## src/rtl/tap_lite_pkg.sv

```systemverilog
package tap_lite_pkg;

   typedef enum logic [3:0] {
      S_RESET  = 4'd0,
      S_IDLE   = 4'd1,
      S_SEL_DR = 4'd2,
      S_CAP_DR = 4'd3,
      S_SHF_DR = 4'd4,
      S_EX1_DR = 4'd5,
      S_PAU_DR = 4'd6,
      S_EX2_DR = 4'd7,
      S_UPD_DR = 4'd8,
      S_SEL_IR = 4'd9,
      S_CAP_IR = 4'd10,
      S_SHF_IR = 4'd11,
      S_EX1_IR = 4'd12,
      S_PAU_IR = 4'd13,
      S_EX2_IR = 4'd14,
      S_UPD_IR = 4'd15
   } tap_state_e;

   localparam int IR_W = 3;

   localparam logic [IR_W-1:0] OP_EXTEST = 3'b000;
   localparam logic [IR_W-1:0] OP_IDCODE = 3'b001;
   localparam logic [IR_W-1:0] OP_SAMPZ  = 3'b010;
   localparam logic [IR_W-1:0] OP_SAMPLE = 3'b100;
   localparam logic [IR_W-1:0] OP_BYPASS = 3'b111;

   localparam logic [IR_W-1:0] IR_CAPTURE = 3'b001;

   typedef enum logic [1:0] {
      DR_BYP = 2'd0,
      DR_ID  = 2'd1,
      DR_BSR = 2'd2
   } dr_sel_e;

   function automatic dr_sel_e pick_dr(input logic [IR_W-1:0] op);
      case (op)
         OP_IDCODE:                       pick_dr = DR_ID;
         OP_EXTEST, OP_SAMPZ, OP_SAMPLE:  pick_dr = DR_BSR;
         default:                         pick_dr = DR_BYP;
      endcase
   endfunction

   function automatic logic wants_hiz(input logic [IR_W-1:0] op);
      wants_hiz = (op == OP_EXTEST) || (op == OP_SAMPZ);
   endfunction

endpackage

```

## src/rtl/tap_lite_fsm.sv

```systemverilog
module tap_lite_fsm
   import tap_lite_pkg::*;
(
   input  logic       tck,
   input  logic       por_n,
   input  logic       tms,
   output tap_state_e state
);

   tap_state_e nxt;

   always_comb begin
      nxt = state;
      case (state)
         S_RESET:  nxt = tms ? S_RESET  : S_IDLE;
         S_IDLE:   nxt = tms ? S_SEL_DR : S_IDLE;
         S_SEL_DR: nxt = tms ? S_SEL_IR : S_CAP_DR;
         S_CAP_DR: nxt = tms ? S_EX1_DR : S_SHF_DR;
         S_SHF_DR: nxt = tms ? S_EX1_DR : S_SHF_DR;
         S_EX1_DR: nxt = tms ? S_UPD_DR : S_PAU_DR;
         S_PAU_DR: nxt = tms ? S_EX2_DR : S_PAU_DR;
         S_EX2_DR: nxt = tms ? S_UPD_DR : S_SHF_DR;
         S_UPD_DR: nxt = tms ? S_SEL_DR : S_IDLE;
         S_SEL_IR: nxt = tms ? S_RESET  : S_CAP_IR;
         S_CAP_IR: nxt = tms ? S_EX1_IR : S_SHF_IR;
         S_SHF_IR: nxt = tms ? S_EX1_IR : S_SHF_IR;
         S_EX1_IR: nxt = tms ? S_UPD_IR : S_PAU_IR;
         S_PAU_IR: nxt = tms ? S_EX2_IR : S_PAU_IR;
         S_EX2_IR: nxt = tms ? S_UPD_IR : S_SHF_IR;
         S_UPD_IR: nxt = tms ? S_SEL_DR : S_IDLE;
         default:  nxt = S_RESET;
      endcase
   end

   always_ff @(posedge tck or negedge por_n) begin
      if (!por_n) state <= S_RESET;
      else        state <= nxt;
   end

   // run length of sampled TMS ones, saturating at four, for the R2 check
   logic [2:0] ones_run;
   always_ff @(posedge tck or negedge por_n) begin
      if (!por_n)            ones_run <= 3'd0;
      else if (!tms)         ones_run <= 3'd0;
      else if (ones_run < 4) ones_run <= ones_run + 3'd1;
   end

   // the fifth consecutive high TMS lands in Test-Logic-Reset
   a_r2_five_ones_reset: assert property (@(posedge tck) disable iff (!por_n)
      (ones_run == 3'd4 && tms) |=> (state == S_RESET));

endmodule

```

## src/rtl/tap_lite_ir.sv

```systemverilog
module tap_lite_ir
   import tap_lite_pkg::*;
(
   input  logic            tck,
   input  logic            por_n,
   input  logic            tdi,
   input  tap_state_e      state,
   output logic            ir_lsb,
   output logic [IR_W-1:0] cur_op
);

   logic [IR_W-1:0] ir_sr;

   always_ff @(posedge tck or negedge por_n) begin
      if (!por_n) begin
         ir_sr <= IR_CAPTURE;
      end else begin
         case (state)
            S_CAP_IR: ir_sr <= IR_CAPTURE;
            S_SHF_IR: ir_sr <= {tdi, ir_sr[IR_W-1:1]};
            default:  ir_sr <= ir_sr;
         endcase
      end
   end

   always_ff @(posedge tck or negedge por_n) begin
      if (!por_n)                   cur_op <= OP_IDCODE;
      else if (state == S_RESET)    cur_op <= OP_IDCODE;
      else if (state == S_UPD_IR)   cur_op <= ir_sr;
   end

   assign ir_lsb = ir_sr[0];

   // capture pattern in the instruction shift stage
   a_r3_capture_ir_pattern: assert property (@(posedge tck) disable iff (!por_n)
      (state == S_CAP_IR) |=> (ir_sr[1:0] == 2'b01));

   // current instruction moves only out of Update-IR or Test-Logic-Reset
   a_r4_ir_update_only: assert property (@(posedge tck) disable iff (!por_n)
      !$stable(cur_op) |-> ($past(state) == S_UPD_IR || $past(state) == S_RESET));

endmodule

```

## src/rtl/tap_lite_dr.sv

```systemverilog
module tap_lite_dr
   import tap_lite_pkg::*;
#(
   parameter int           BSR_LEN = 70,
   parameter logic [31:0]  ID_CODE = 32'h5EB1_C0DB
) (
   input  logic               tck,
   input  logic               por_n,
   input  logic               tdi,
   input  tap_state_e         state,
   input  dr_sel_e            sel,
   input  logic [BSR_LEN-1:0] pins_in,
   output logic               dr_lsb
);

   localparam int ID_W = 32;

   if (ID_CODE[0] != 1'b1) begin : g_bad_id
      $error("tap_lite_dr: ID_CODE bit 0 must be 1");
   end
   if (BSR_LEN < 2) begin : g_bad_len
      $error("tap_lite_dr: BSR_LEN must be at least 2");
   end

   logic               byp_q;
   logic [ID_W-1:0]    id_sr;
   logic [BSR_LEN-1:0] bsr_sr;

   logic cap, shf;
   assign cap = (state == S_CAP_DR);
   assign shf = (state == S_SHF_DR);

   always_ff @(posedge tck or negedge por_n) begin
      if (!por_n)                         byp_q <= 1'b0;
      else if (sel == DR_BYP && cap)      byp_q <= 1'b0;
      else if (sel == DR_BYP && shf)      byp_q <= tdi;
   end

   always_ff @(posedge tck or negedge por_n) begin
      if (!por_n)                         id_sr <= ID_CODE;
      else if (sel == DR_ID && cap)       id_sr <= ID_CODE;
      else if (sel == DR_ID && shf)       id_sr <= {tdi, id_sr[ID_W-1:1]};
   end

   // boundary cells: each one either samples its pin or takes its upper neighbour
   for (genvar i = 0; i < BSR_LEN; i++) begin : g_cell
      logic from_up;
      if (i == BSR_LEN - 1) begin : g_top
         assign from_up = tdi;
      end else begin : g_mid
         assign from_up = bsr_sr[i+1];
      end
      always_ff @(posedge tck or negedge por_n) begin
         if (!por_n)                      bsr_sr[i] <= 1'b0;
         else if (sel == DR_BSR && cap)   bsr_sr[i] <= pins_in[i];
         else if (sel == DR_BSR && shf)   bsr_sr[i] <= from_up;
      end
   end

   always_comb begin
      case (sel)
         DR_ID:   dr_lsb = id_sr[0];
         DR_BSR:  dr_lsb = bsr_sr[0];
         default: dr_lsb = byp_q;
      endcase
   end

   // bypass stage captures zero
   a_r8_bypass_zero: assert property (@(posedge tck) disable iff (!por_n)
      (cap && sel == DR_BYP) |=> (byp_q == 1'b0));

   // boundary capture mirrors the pins seen at the capture edge
   a_r9_bsr_capture: assert property (@(posedge tck) disable iff (!por_n)
      (cap && sel == DR_BSR) |=> (bsr_sr == $past(pins_in)));

   // identification capture yields the parameter value
   a_r7_id_capture: assert property (@(posedge tck) disable iff (!por_n)
      (cap && sel == DR_ID) |=> (id_sr == ID_CODE));

endmodule

```

## src/rtl/tap_lite.sv

```systemverilog
module tap_lite
   import tap_lite_pkg::*;
#(
   parameter int          BSR_LEN = 70,
   parameter logic [31:0] ID_CODE = 32'h5EB1_C0DB
) (
   input  logic               tck,
   input  logic               por_n,
   input  logic               tms,
   input  logic               tdi,
   input  logic [BSR_LEN-1:0] pins_in,
   output logic               tdo,
   output logic               tdo_en,
   output logic               core_hiz
);

   tap_state_e      state;
   logic            ir_lsb;
   logic            dr_lsb;
   logic [IR_W-1:0] cur_op;
   dr_sel_e         sel;

   tap_lite_fsm u_fsm (
      .tck   (tck),
      .por_n (por_n),
      .tms   (tms),
      .state (state)
   );

   tap_lite_ir u_ir (
      .tck    (tck),
      .por_n  (por_n),
      .tdi    (tdi),
      .state  (state),
      .ir_lsb (ir_lsb),
      .cur_op (cur_op)
   );

   assign sel      = pick_dr(cur_op);
   assign core_hiz = wants_hiz(cur_op);

   tap_lite_dr #(
      .BSR_LEN (BSR_LEN),
      .ID_CODE (ID_CODE)
   ) u_dr (
      .tck     (tck),
      .por_n   (por_n),
      .tdi     (tdi),
      .state   (state),
      .sel     (sel),
      .pins_in (pins_in),
      .dr_lsb  (dr_lsb)
   );

   // output stage on the falling edge of the test clock
   always_ff @(negedge tck or negedge por_n) begin
      if (!por_n) begin
         tdo    <= 1'b0;
         tdo_en <= 1'b0;
      end else begin
         tdo_en <= (state == S_SHF_DR) || (state == S_SHF_IR);
         tdo    <= (state == S_SHF_IR) ? ir_lsb : dr_lsb;
      end
   end

   // enable only ever seen in a shift state
   a_r6_tdo_en_shift: assert property (@(posedge tck) disable iff (!por_n)
      tdo_en |-> (state == S_SHF_DR || state == S_SHF_IR));

   // float request rises only as an instruction is committed
   a_r10_hiz_on_update: assert property (@(posedge tck) disable iff (!por_n)
      $rose(core_hiz) |-> ($past(state) == S_UPD_IR));

endmodule

```

## config.mk

```make
export PLATFORM = sky130hd
export DESIGN_NAME = tap_lite
export DESIGN_NICKNAME = d
export VERILOG_FILES = /design/src/rtl/tap_lite_pkg.sv /design/src/rtl/tap_lite_fsm.sv /design/src/rtl/tap_lite_ir.sv /design/src/rtl/tap_lite_dr.sv /design/src/rtl/tap_lite.sv
export SDC_FILE = /design/constraint.sdc
export NUM_CORES = 1
export LEC_CHECK = 0
export ABC_AREA = 1
export CORE_UTILIZATION = 30
export CTS_CLUSTER_DIAMETER = 80
export DETAILED_ROUTE_END_ITERATION = 16
export GPL_TIMING_DRIVEN = 0
export PLACE_DENSITY = 0.44
export SYNTH_ARGS = -nofsm -noshare
export SYNTH_HDL_FRONTEND = slang
export SYNTH_SLANG_ARGS = --single-unit
```

## constraint.sdc

```tcl
create_clock -name tck -period 1.9 [get_ports tck]
set_input_delay 0.38 -clock tck [delete_from_list [all_inputs] [get_ports tck]]
set_output_delay 0.38 -clock tck [all_outputs]
set_load 0.01 [all_outputs]
```

==> results.json, run 1 <==
{
  "switching_power_w": 0.00387,
  "worstSetupStartpointType": "flip-flop",
  "cts_buffer_depth": 2,
  "antenna_found_initial": 0,
  "p_seq_share_pct": 36.0,
  "pin_count": 77,
  "grt-ovfl-total": 0,
  "violations": "setup timing",
  "slew_viol_final": 0,
  "grt_pass1_wl_um": 25400,
  "p_comb_share_pct": 31.5,
  "path_max_fanout": 2,
  "synth-xor-area-share_pct": 0,
  "max-vdd-ir-drop_mv": 0.569,
  "avgRoutedWirePerCell_um": 12.3,
  "synth_compound_area_share_pct": 2.87,
  "crit_type": "reg2reg",
  "relSlewSlack_pct": 67.4,
  "core_area_um2": 19700,
  "drtIter0Drc": 290,
  "seq_area_frac_synth_pct": 47.6,
  "syn_area_um2": 6100,
  "holdCritPathClass": "reg2reg",
  "syn_area_per_cell_um2": 6.98,
  "clockRootBuffer": "clkbuf_16",
  "start_util_pct": 30.9,
  "vias_per_cell": 4.21,
  "fp.dieH_um": 145,
  "p_int_w": 0.00777,
  "clkPwrFrac_pct": 32.4,
  "grt_start_max_net_pins": 68,
  "rsz0062_at_grt": "true",
  "syn-num-nets": 950,
  "area_growth_pct": 33.5,
  "drive_above_1_share_pct": 13.5,
  "drcViolationCount": 0,
  "finalClockSkew_ps": 21.7,
  "ys_ff_latch": 115,
  "synthSimpleGateAreaFrac_pct": 34.2,
  "vias": 5281,
  "fp.dieArea_um2": 20900,
  "finalHoldViolCount": 0,
  "place.gp.congestion": 0.773,
  "htree_levels": 4,
  "p_leak_nw": 4.50,
  "dr.pass1.iters": 5,
  "fp-row-count": 51,
  "synth_fa_ha_area_share_pct": 0.616,
  "worstMarginPinSlew_ps": 489,
  "synth_top_area_share_pct": 38.6,
  "cts_tree": "yes",
  "cts_buffers": 17,
  "antennaDiodeCount": 0,
  "final_cells": 1254,
  "p_sw_share_pct": 33.2,
  "clock_sinks": 115,
  "setup_viol": 3,
  "path_clk_slew_ps": 60,
  "insertion_delay_ps": 410,
  "cp.required_ps": 1180,
  "synth_largest_area_cell": "dfrtp_1",
  "synth_mux_area_share_pct": 0,
  "outcome": "complete, but fails checks",
  "max_cap_viol_count": 0,
  "end_kind": "flip-flop",
  "io_buffers": 76,
  "ys_types": 28,
  "ys_top_cells_by_area": "dfrtp_1 39%, nand2_1 25%, inv_1 10%, dfstp_2 8.2%, nand3_1 6.9%",
  "dp.final_hpwl_um": 10800,
  "synth_warnings": 0,
  "synth_top_family_by_area": "simple AND/OR/NAND/NOR gates",
  "postRouteAntennaNets": 0,
  "grt_pass1_vias": 4961,
  "grtUsageTotal_pct": 16.1,
  "holdWs_ps": 465,
  "syn_inst": 873,
  "fin_ws_ps": -513,
  "dp.cells": 1215,
  "cp.arrival_ps": 1700,
  "power_density_nw_per_um2": 1430,
  "die_x_um": 145,
  "wl_um": 15400,
  "nets": 1053
}
[synth_stat cells]
library cell / count
dfrtp_1: 94
nand2_1: 411
buf_4: 8
buf_2: 16
inv_1: 168
o21ai_0: 12
inv_2: 4
o22ai_1: 3
o211ai_1: 1
clkbuf_1: 7
ha_1: 3
nand2_4: 1
dfrtn_1: 2
nand4_1: 2
a21oi_1: 4
o21ai_2: 5
nor3_1: 1
nand3_1: 84
nor2_1: 8
nand3b_1: 1
dfstp_2: 19
buf_6: 7
nor2_4: 1
inv_6: 1
nand3_4: 1
nor2_2: 1
nand2_2: 3
o21ai_1: 5
[sequential cells by signal, summed over array words and instances (netlist names)]
signal	count
u_ir.cur_op	3
u_ir.ir_sr	3
u_dr.bsr_sr	1
tdo	1
tdo_en	1
u_fsm.state	4
u_dr.id_sr	32
u_dr.g_cell.from_up	69
u_dr.byp_q	1
[power groups by stage]
stage	combinational, W	clock [W]	sequential [W]
5_1_grt	0.00426	0.00396	0.00432
3_5_place_dp	0.00353	0	0.00423
4_1_cts	0.00369	0.00386	0.00419
2_1_floorplan	0.00263	0	0.00409
3_3_place_gp	0.00350	0	0.00425
6_report	0.00367	0.00377	0.00419
[routing by layer]
layer  vias to the layer above  track usage, %  wire (µm)
met3                        18            3.54        572
li1                       2775               -          -
met4                         0            5.65        222
met1                      2388            22.0       7630
met2                       100            25.0       7000
met5                         -               0          0
[cell families (layout without fill, tap and decap cells)]
| kind of cell | count (synthesis) | count (layout) |
|---|---|---|
| buffers and inverters | 211 | 327 |
| AND/OR/NAND/NOR | 514 | 514 |
| AO/OA/AOI/OAI | 30 | 30 |
| adder cells (fa/ha/maj) | 3 | 3 |
| flip-flops | 115 | 115 |
[worst paths after layout]
path / slack [ps] / to / startpoint / depth (start not counted)
setup / recovery: -510 / tdo / u_ir.cur_op[0] / 7
setup reg to reg: -510 / tdo / u_ir.cur_op[0] / 7
max in group asynchronous: 210 / tdo_en / por_n / 2
hold reg to reg: 460 / u_dr.id_sr[16] / u_dr.id_sr[16] / 2
min in group asynchronous: 470 / u_fsm.state[3] / por_n / 2
hold / removal: 460 / u_dr.id_sr[16] / u_dr.id_sr[16] / 2
[per-stage QoR]
step           setup slack [ps]  setup TNS, ps  area (µm²)  total power, W  utilization, %
2_1_floorplan              -479           -479        6100         0.00672               -
3_3_place_gp              -5260        -506800        7200         0.00775            36.5
3_5_place_dp               -630         -16000        7220         0.00776            36.6
4_1_cts                    -578          -1240        8070          0.0117            40.9
5_1_grt                    -598          -1300        8140          0.0125            41.3
6_report                   -513          -1150        8140          0.0116            41.3
[worst max-delay path, stage by stage, from the launching register on]
cell	delay, ps
dfstp_2	540
inv_2	50
nor3_4	130
inv_2	90
ha_4	270
nand3_2	50
o211ai_1	70
nand2_1	80
[final cells by class]
type,instances,area (µm²)
buffer,38,303
clock buffer,23,498
clock inverter,9,198
fill,2093,11600
inverter,173,662
multi-input combinational,547,2410
sequential,115,2900
tap,265,332
timing repair buffer,84,840
[cells in the final DEF (no fill, tap or decap), drive strengths merged, types with 3 or more instances in the layout]
cell type,netlist,final
clkdlybuf4s50,0,72
o21ai,22,22
dfstp,19,19
ha,3,3
nand2,415,415
inv,173,173
buf,31,43
clkbuf,7,28
nand3,85,85
nor2,10,10
a21oi,4,4
dfrtp,94,94
o22ai,3,3
bufinv,0,6
[what timing repair did]
item	4_1_cts	5_1_grt
setup endpoints to repair	74	92
hold buffers	1	0
pin swaps	4	2
hold endpoints to repair	31	0
setup buffers	6	0
gates resized for setup	42	24
No activity file was read; power rests on OpenSTA's default activity.
==> run 2: changes to the inputs <==
--- a/config.mk
+++ b/config.mk
@@ -11,6 +11,7 @@
 export DETAILED_ROUTE_END_ITERATION = 16
 export GPL_TIMING_DRIVEN = 0
 export PLACE_DENSITY = 0.44
+export REMOVE_ABC_BUFFERS = 1
 export SYNTH_ARGS = -nofsm -noshare
 export SYNTH_HDL_FRONTEND = slang
 export SYNTH_SLANG_ARGS = --single-unit
==> run 2 against run 1 <==
The flow still finishes with violations (setup timing). Cell count is 2.2% lower. Worst setup slack worse by 33 ps. Routed wire length rose by 1.7%. Via count fell by 0.76%. Register-to-register slack lost 30 ps. Cell area is 2.5% lower. Sequential power is essentially flat.
==> results.json, run 2 (same netlist as run 1, synthesis figures left out) <==
{
  "cp.arrival_ps": 1730,
  "worstSetupStartpointType": "flip-flop",
  "crit_type": "reg2reg",
  "dp.final_hpwl_um": 8080,
  "insertion_delay_ps": 410,
  "die_x_um": 145,
  "max_cap_viol_count": 0,
  "worstMarginPinSlew_ps": 512,
  "relSlewSlack_pct": 65.9,
  "final_cell_mix": "406 x nand2_1, 165 x inv_1, 88 x dfrtp_1, 82 x nand3_1, 72 x clkdlybuf4s50_1",
  "grt-ovfl-total": 0,
  "largest_reg_flops": 69,
  "grt_pass1_vias": 4952,
  "grt_start_max_net_pins": 72,
  "p_seq_share_pct": 38.3,
  "p_sw_share_pct": 35.8,
  "dr.pass1.iters": 4,
  "holdCritPathClass": "reg2reg",
  "fp.dieH_um": 145,
  "antenna_found_initial": 0,
  "cp.required_ps": 1180,
  "cts_buffer_depth": 2,
  "avgRoutedWirePerCell_um": 12.8,
  "final_util_pct": 40.3,
  "clkPwrFrac_pct": 29.1,
  "p_int_w": 0.00704,
  "drcViolationCount": 0,
  "cts_buffers": 17,
  "vias": 5241,
  "start_util_pct": 30.9,
  "nets": 1026,
  "outcome": "complete, but fails checks",
  "htree_levels": 4,
  "violations": "setup timing",
  "switching_power_w": 0.00392,
  "fillers": 2092,
  "antennaDiodeCount": 0,
  "rsz0062_at_grt": "true",
  "p_comb_share_pct": 32.6,
  "postRouteAntennaNets": 0,
  "finalClockSkew_ps": 26.4,
  "fp.dieArea_um2": 20900,
  "p_leak_nw": 4.34,
  "finalHoldViolCount": 0,
  "fp-row-count": 51,
  "drive_above_1_share_pct": 11.6,
  "vias_per_cell": 4.27,
  "slew_viol_final": 0,
  "grtUsageTotal_pct": 16.2,
  "max-vdd-ir-drop_mv": 0.595,
  "pin_count": 77,
  "clock_sinks": 115,
  "path_clk_slew_ps": 50,
  "io_buffers": 76,
  "setup_viol": 73,
  "path_max_fanout": 2,
  "fin_ws_ps": -546,
  "core_area_um2": 19700,
  "place.gp.congestion": 0.775,
  "layout_commonest_cell": "nand2_1",
  "grt_pass1_wl_um": 25700,
  "clockRootBuffer": "clkbuf_16",
  "drtIter0Drc": 257,
  "totalPowerFinal_w": 0.0110,
  "end_kind": "flip-flop",
  "wl_um": 15700,
  "power_density_nw_per_um2": 1380,
  "cts_tree": "yes",
  "area_growth_pct": 30.2
}
[run 2: changes by cell type in the layout (fill, tap and decap cells not counted), sizes merged]
cell      previous run  this run
buf                 43        15
clkbuf              28        19
clkinv               2        10
bufinv               6         2
nand2              415       418
inv                173       175
nand3               85        87
clkinvlp             1         0
[run 2: critical path, cell delays in order, from the launching register on]
cell and delay (ps):
dfstp_2 540, inv_2 50, nor3_4 140, inv_2 90, ha_4 270, nand3_2 50, o211ai_1 80, nand2_1 90
[run 2: area by class of cell]
cell class	instances	area (µm²)	area share, %
inverters	173	697	8.78
repair buffers	89	881	11.1
flip-flops and latches	115	2910	36.6
multi-input cells	552	2510	31.7
clock inverters	13	134	1.69
well taps	265	332	4.18
clock buffers	19	453	5.70
repair inverters	1	20.0	0.252
[run 2: metrics by stage]
stage               hold WS, ps  instance area (µm²)  TNS (ps)  setup WS (ps)  std cells
detailed placement          369                 6980   -183270          -2360       1177
global placement            458                 6940   -719310          -5250       1176
CTS                         468                 7850    -23190           -605       1225
floorplan                  84.4                 5850    -91860          -1290        835
finish                      464                 7940    -15860           -546       1227
global route                478                 7940    -24450           -659       1227
[run 2: power by group through the flow]
stage          registers [W]  clock network, W  logic [W]
6_report             0.00419           0.00319    0.00358
5_1_grt              0.00432           0.00336    0.00419
4_1_cts              0.00417           0.00328    0.00347
3_5_place_dp         0.00423                 0    0.00313
3_3_place_gp         0.00424                 0    0.00309
2_1_floorplan        0.00410                 0    0.00235
[run 2: routing by layer]
metal	wire [µm]	share of wire (%)	vias to the layer above	track usage, %
li1	-	-	2726	-
met1	7930	51	2423	22.5
met2	7080	45	74	24.8
met3	485	3.1	18	3.41
met4	194	1.2	0	5.98
met5	0	0	-	0
[run 2: path summary, 6_finish.rpt]
check                                from            end  slack (ps)  cells past startpoint
setup reg to reg           u_ir.cur_op[0]            tdo        -550                      7
max in group asynchronous           por_n         tdo_en         190                      2
min in group asynchronous           por_n  u_dr.id_sr[8]         480                      2
hold reg to reg             u_dr.id_sr[4]  u_dr.id_sr[4]         460                      2
hold / removal              u_dr.id_sr[4]  u_dr.id_sr[4]         460                      2
setup / recovery           u_ir.cur_op[0]            tdo        -550                      7
[run 2: timing repair]
action	CTS	global route
hold buffers	1	0
pin swaps	7	2
gates resized for setup	51	15
endpoints found under the hold margin	32	0
setup buffers	10	1
cloned	5	1
setup endpoints to repair	106	106
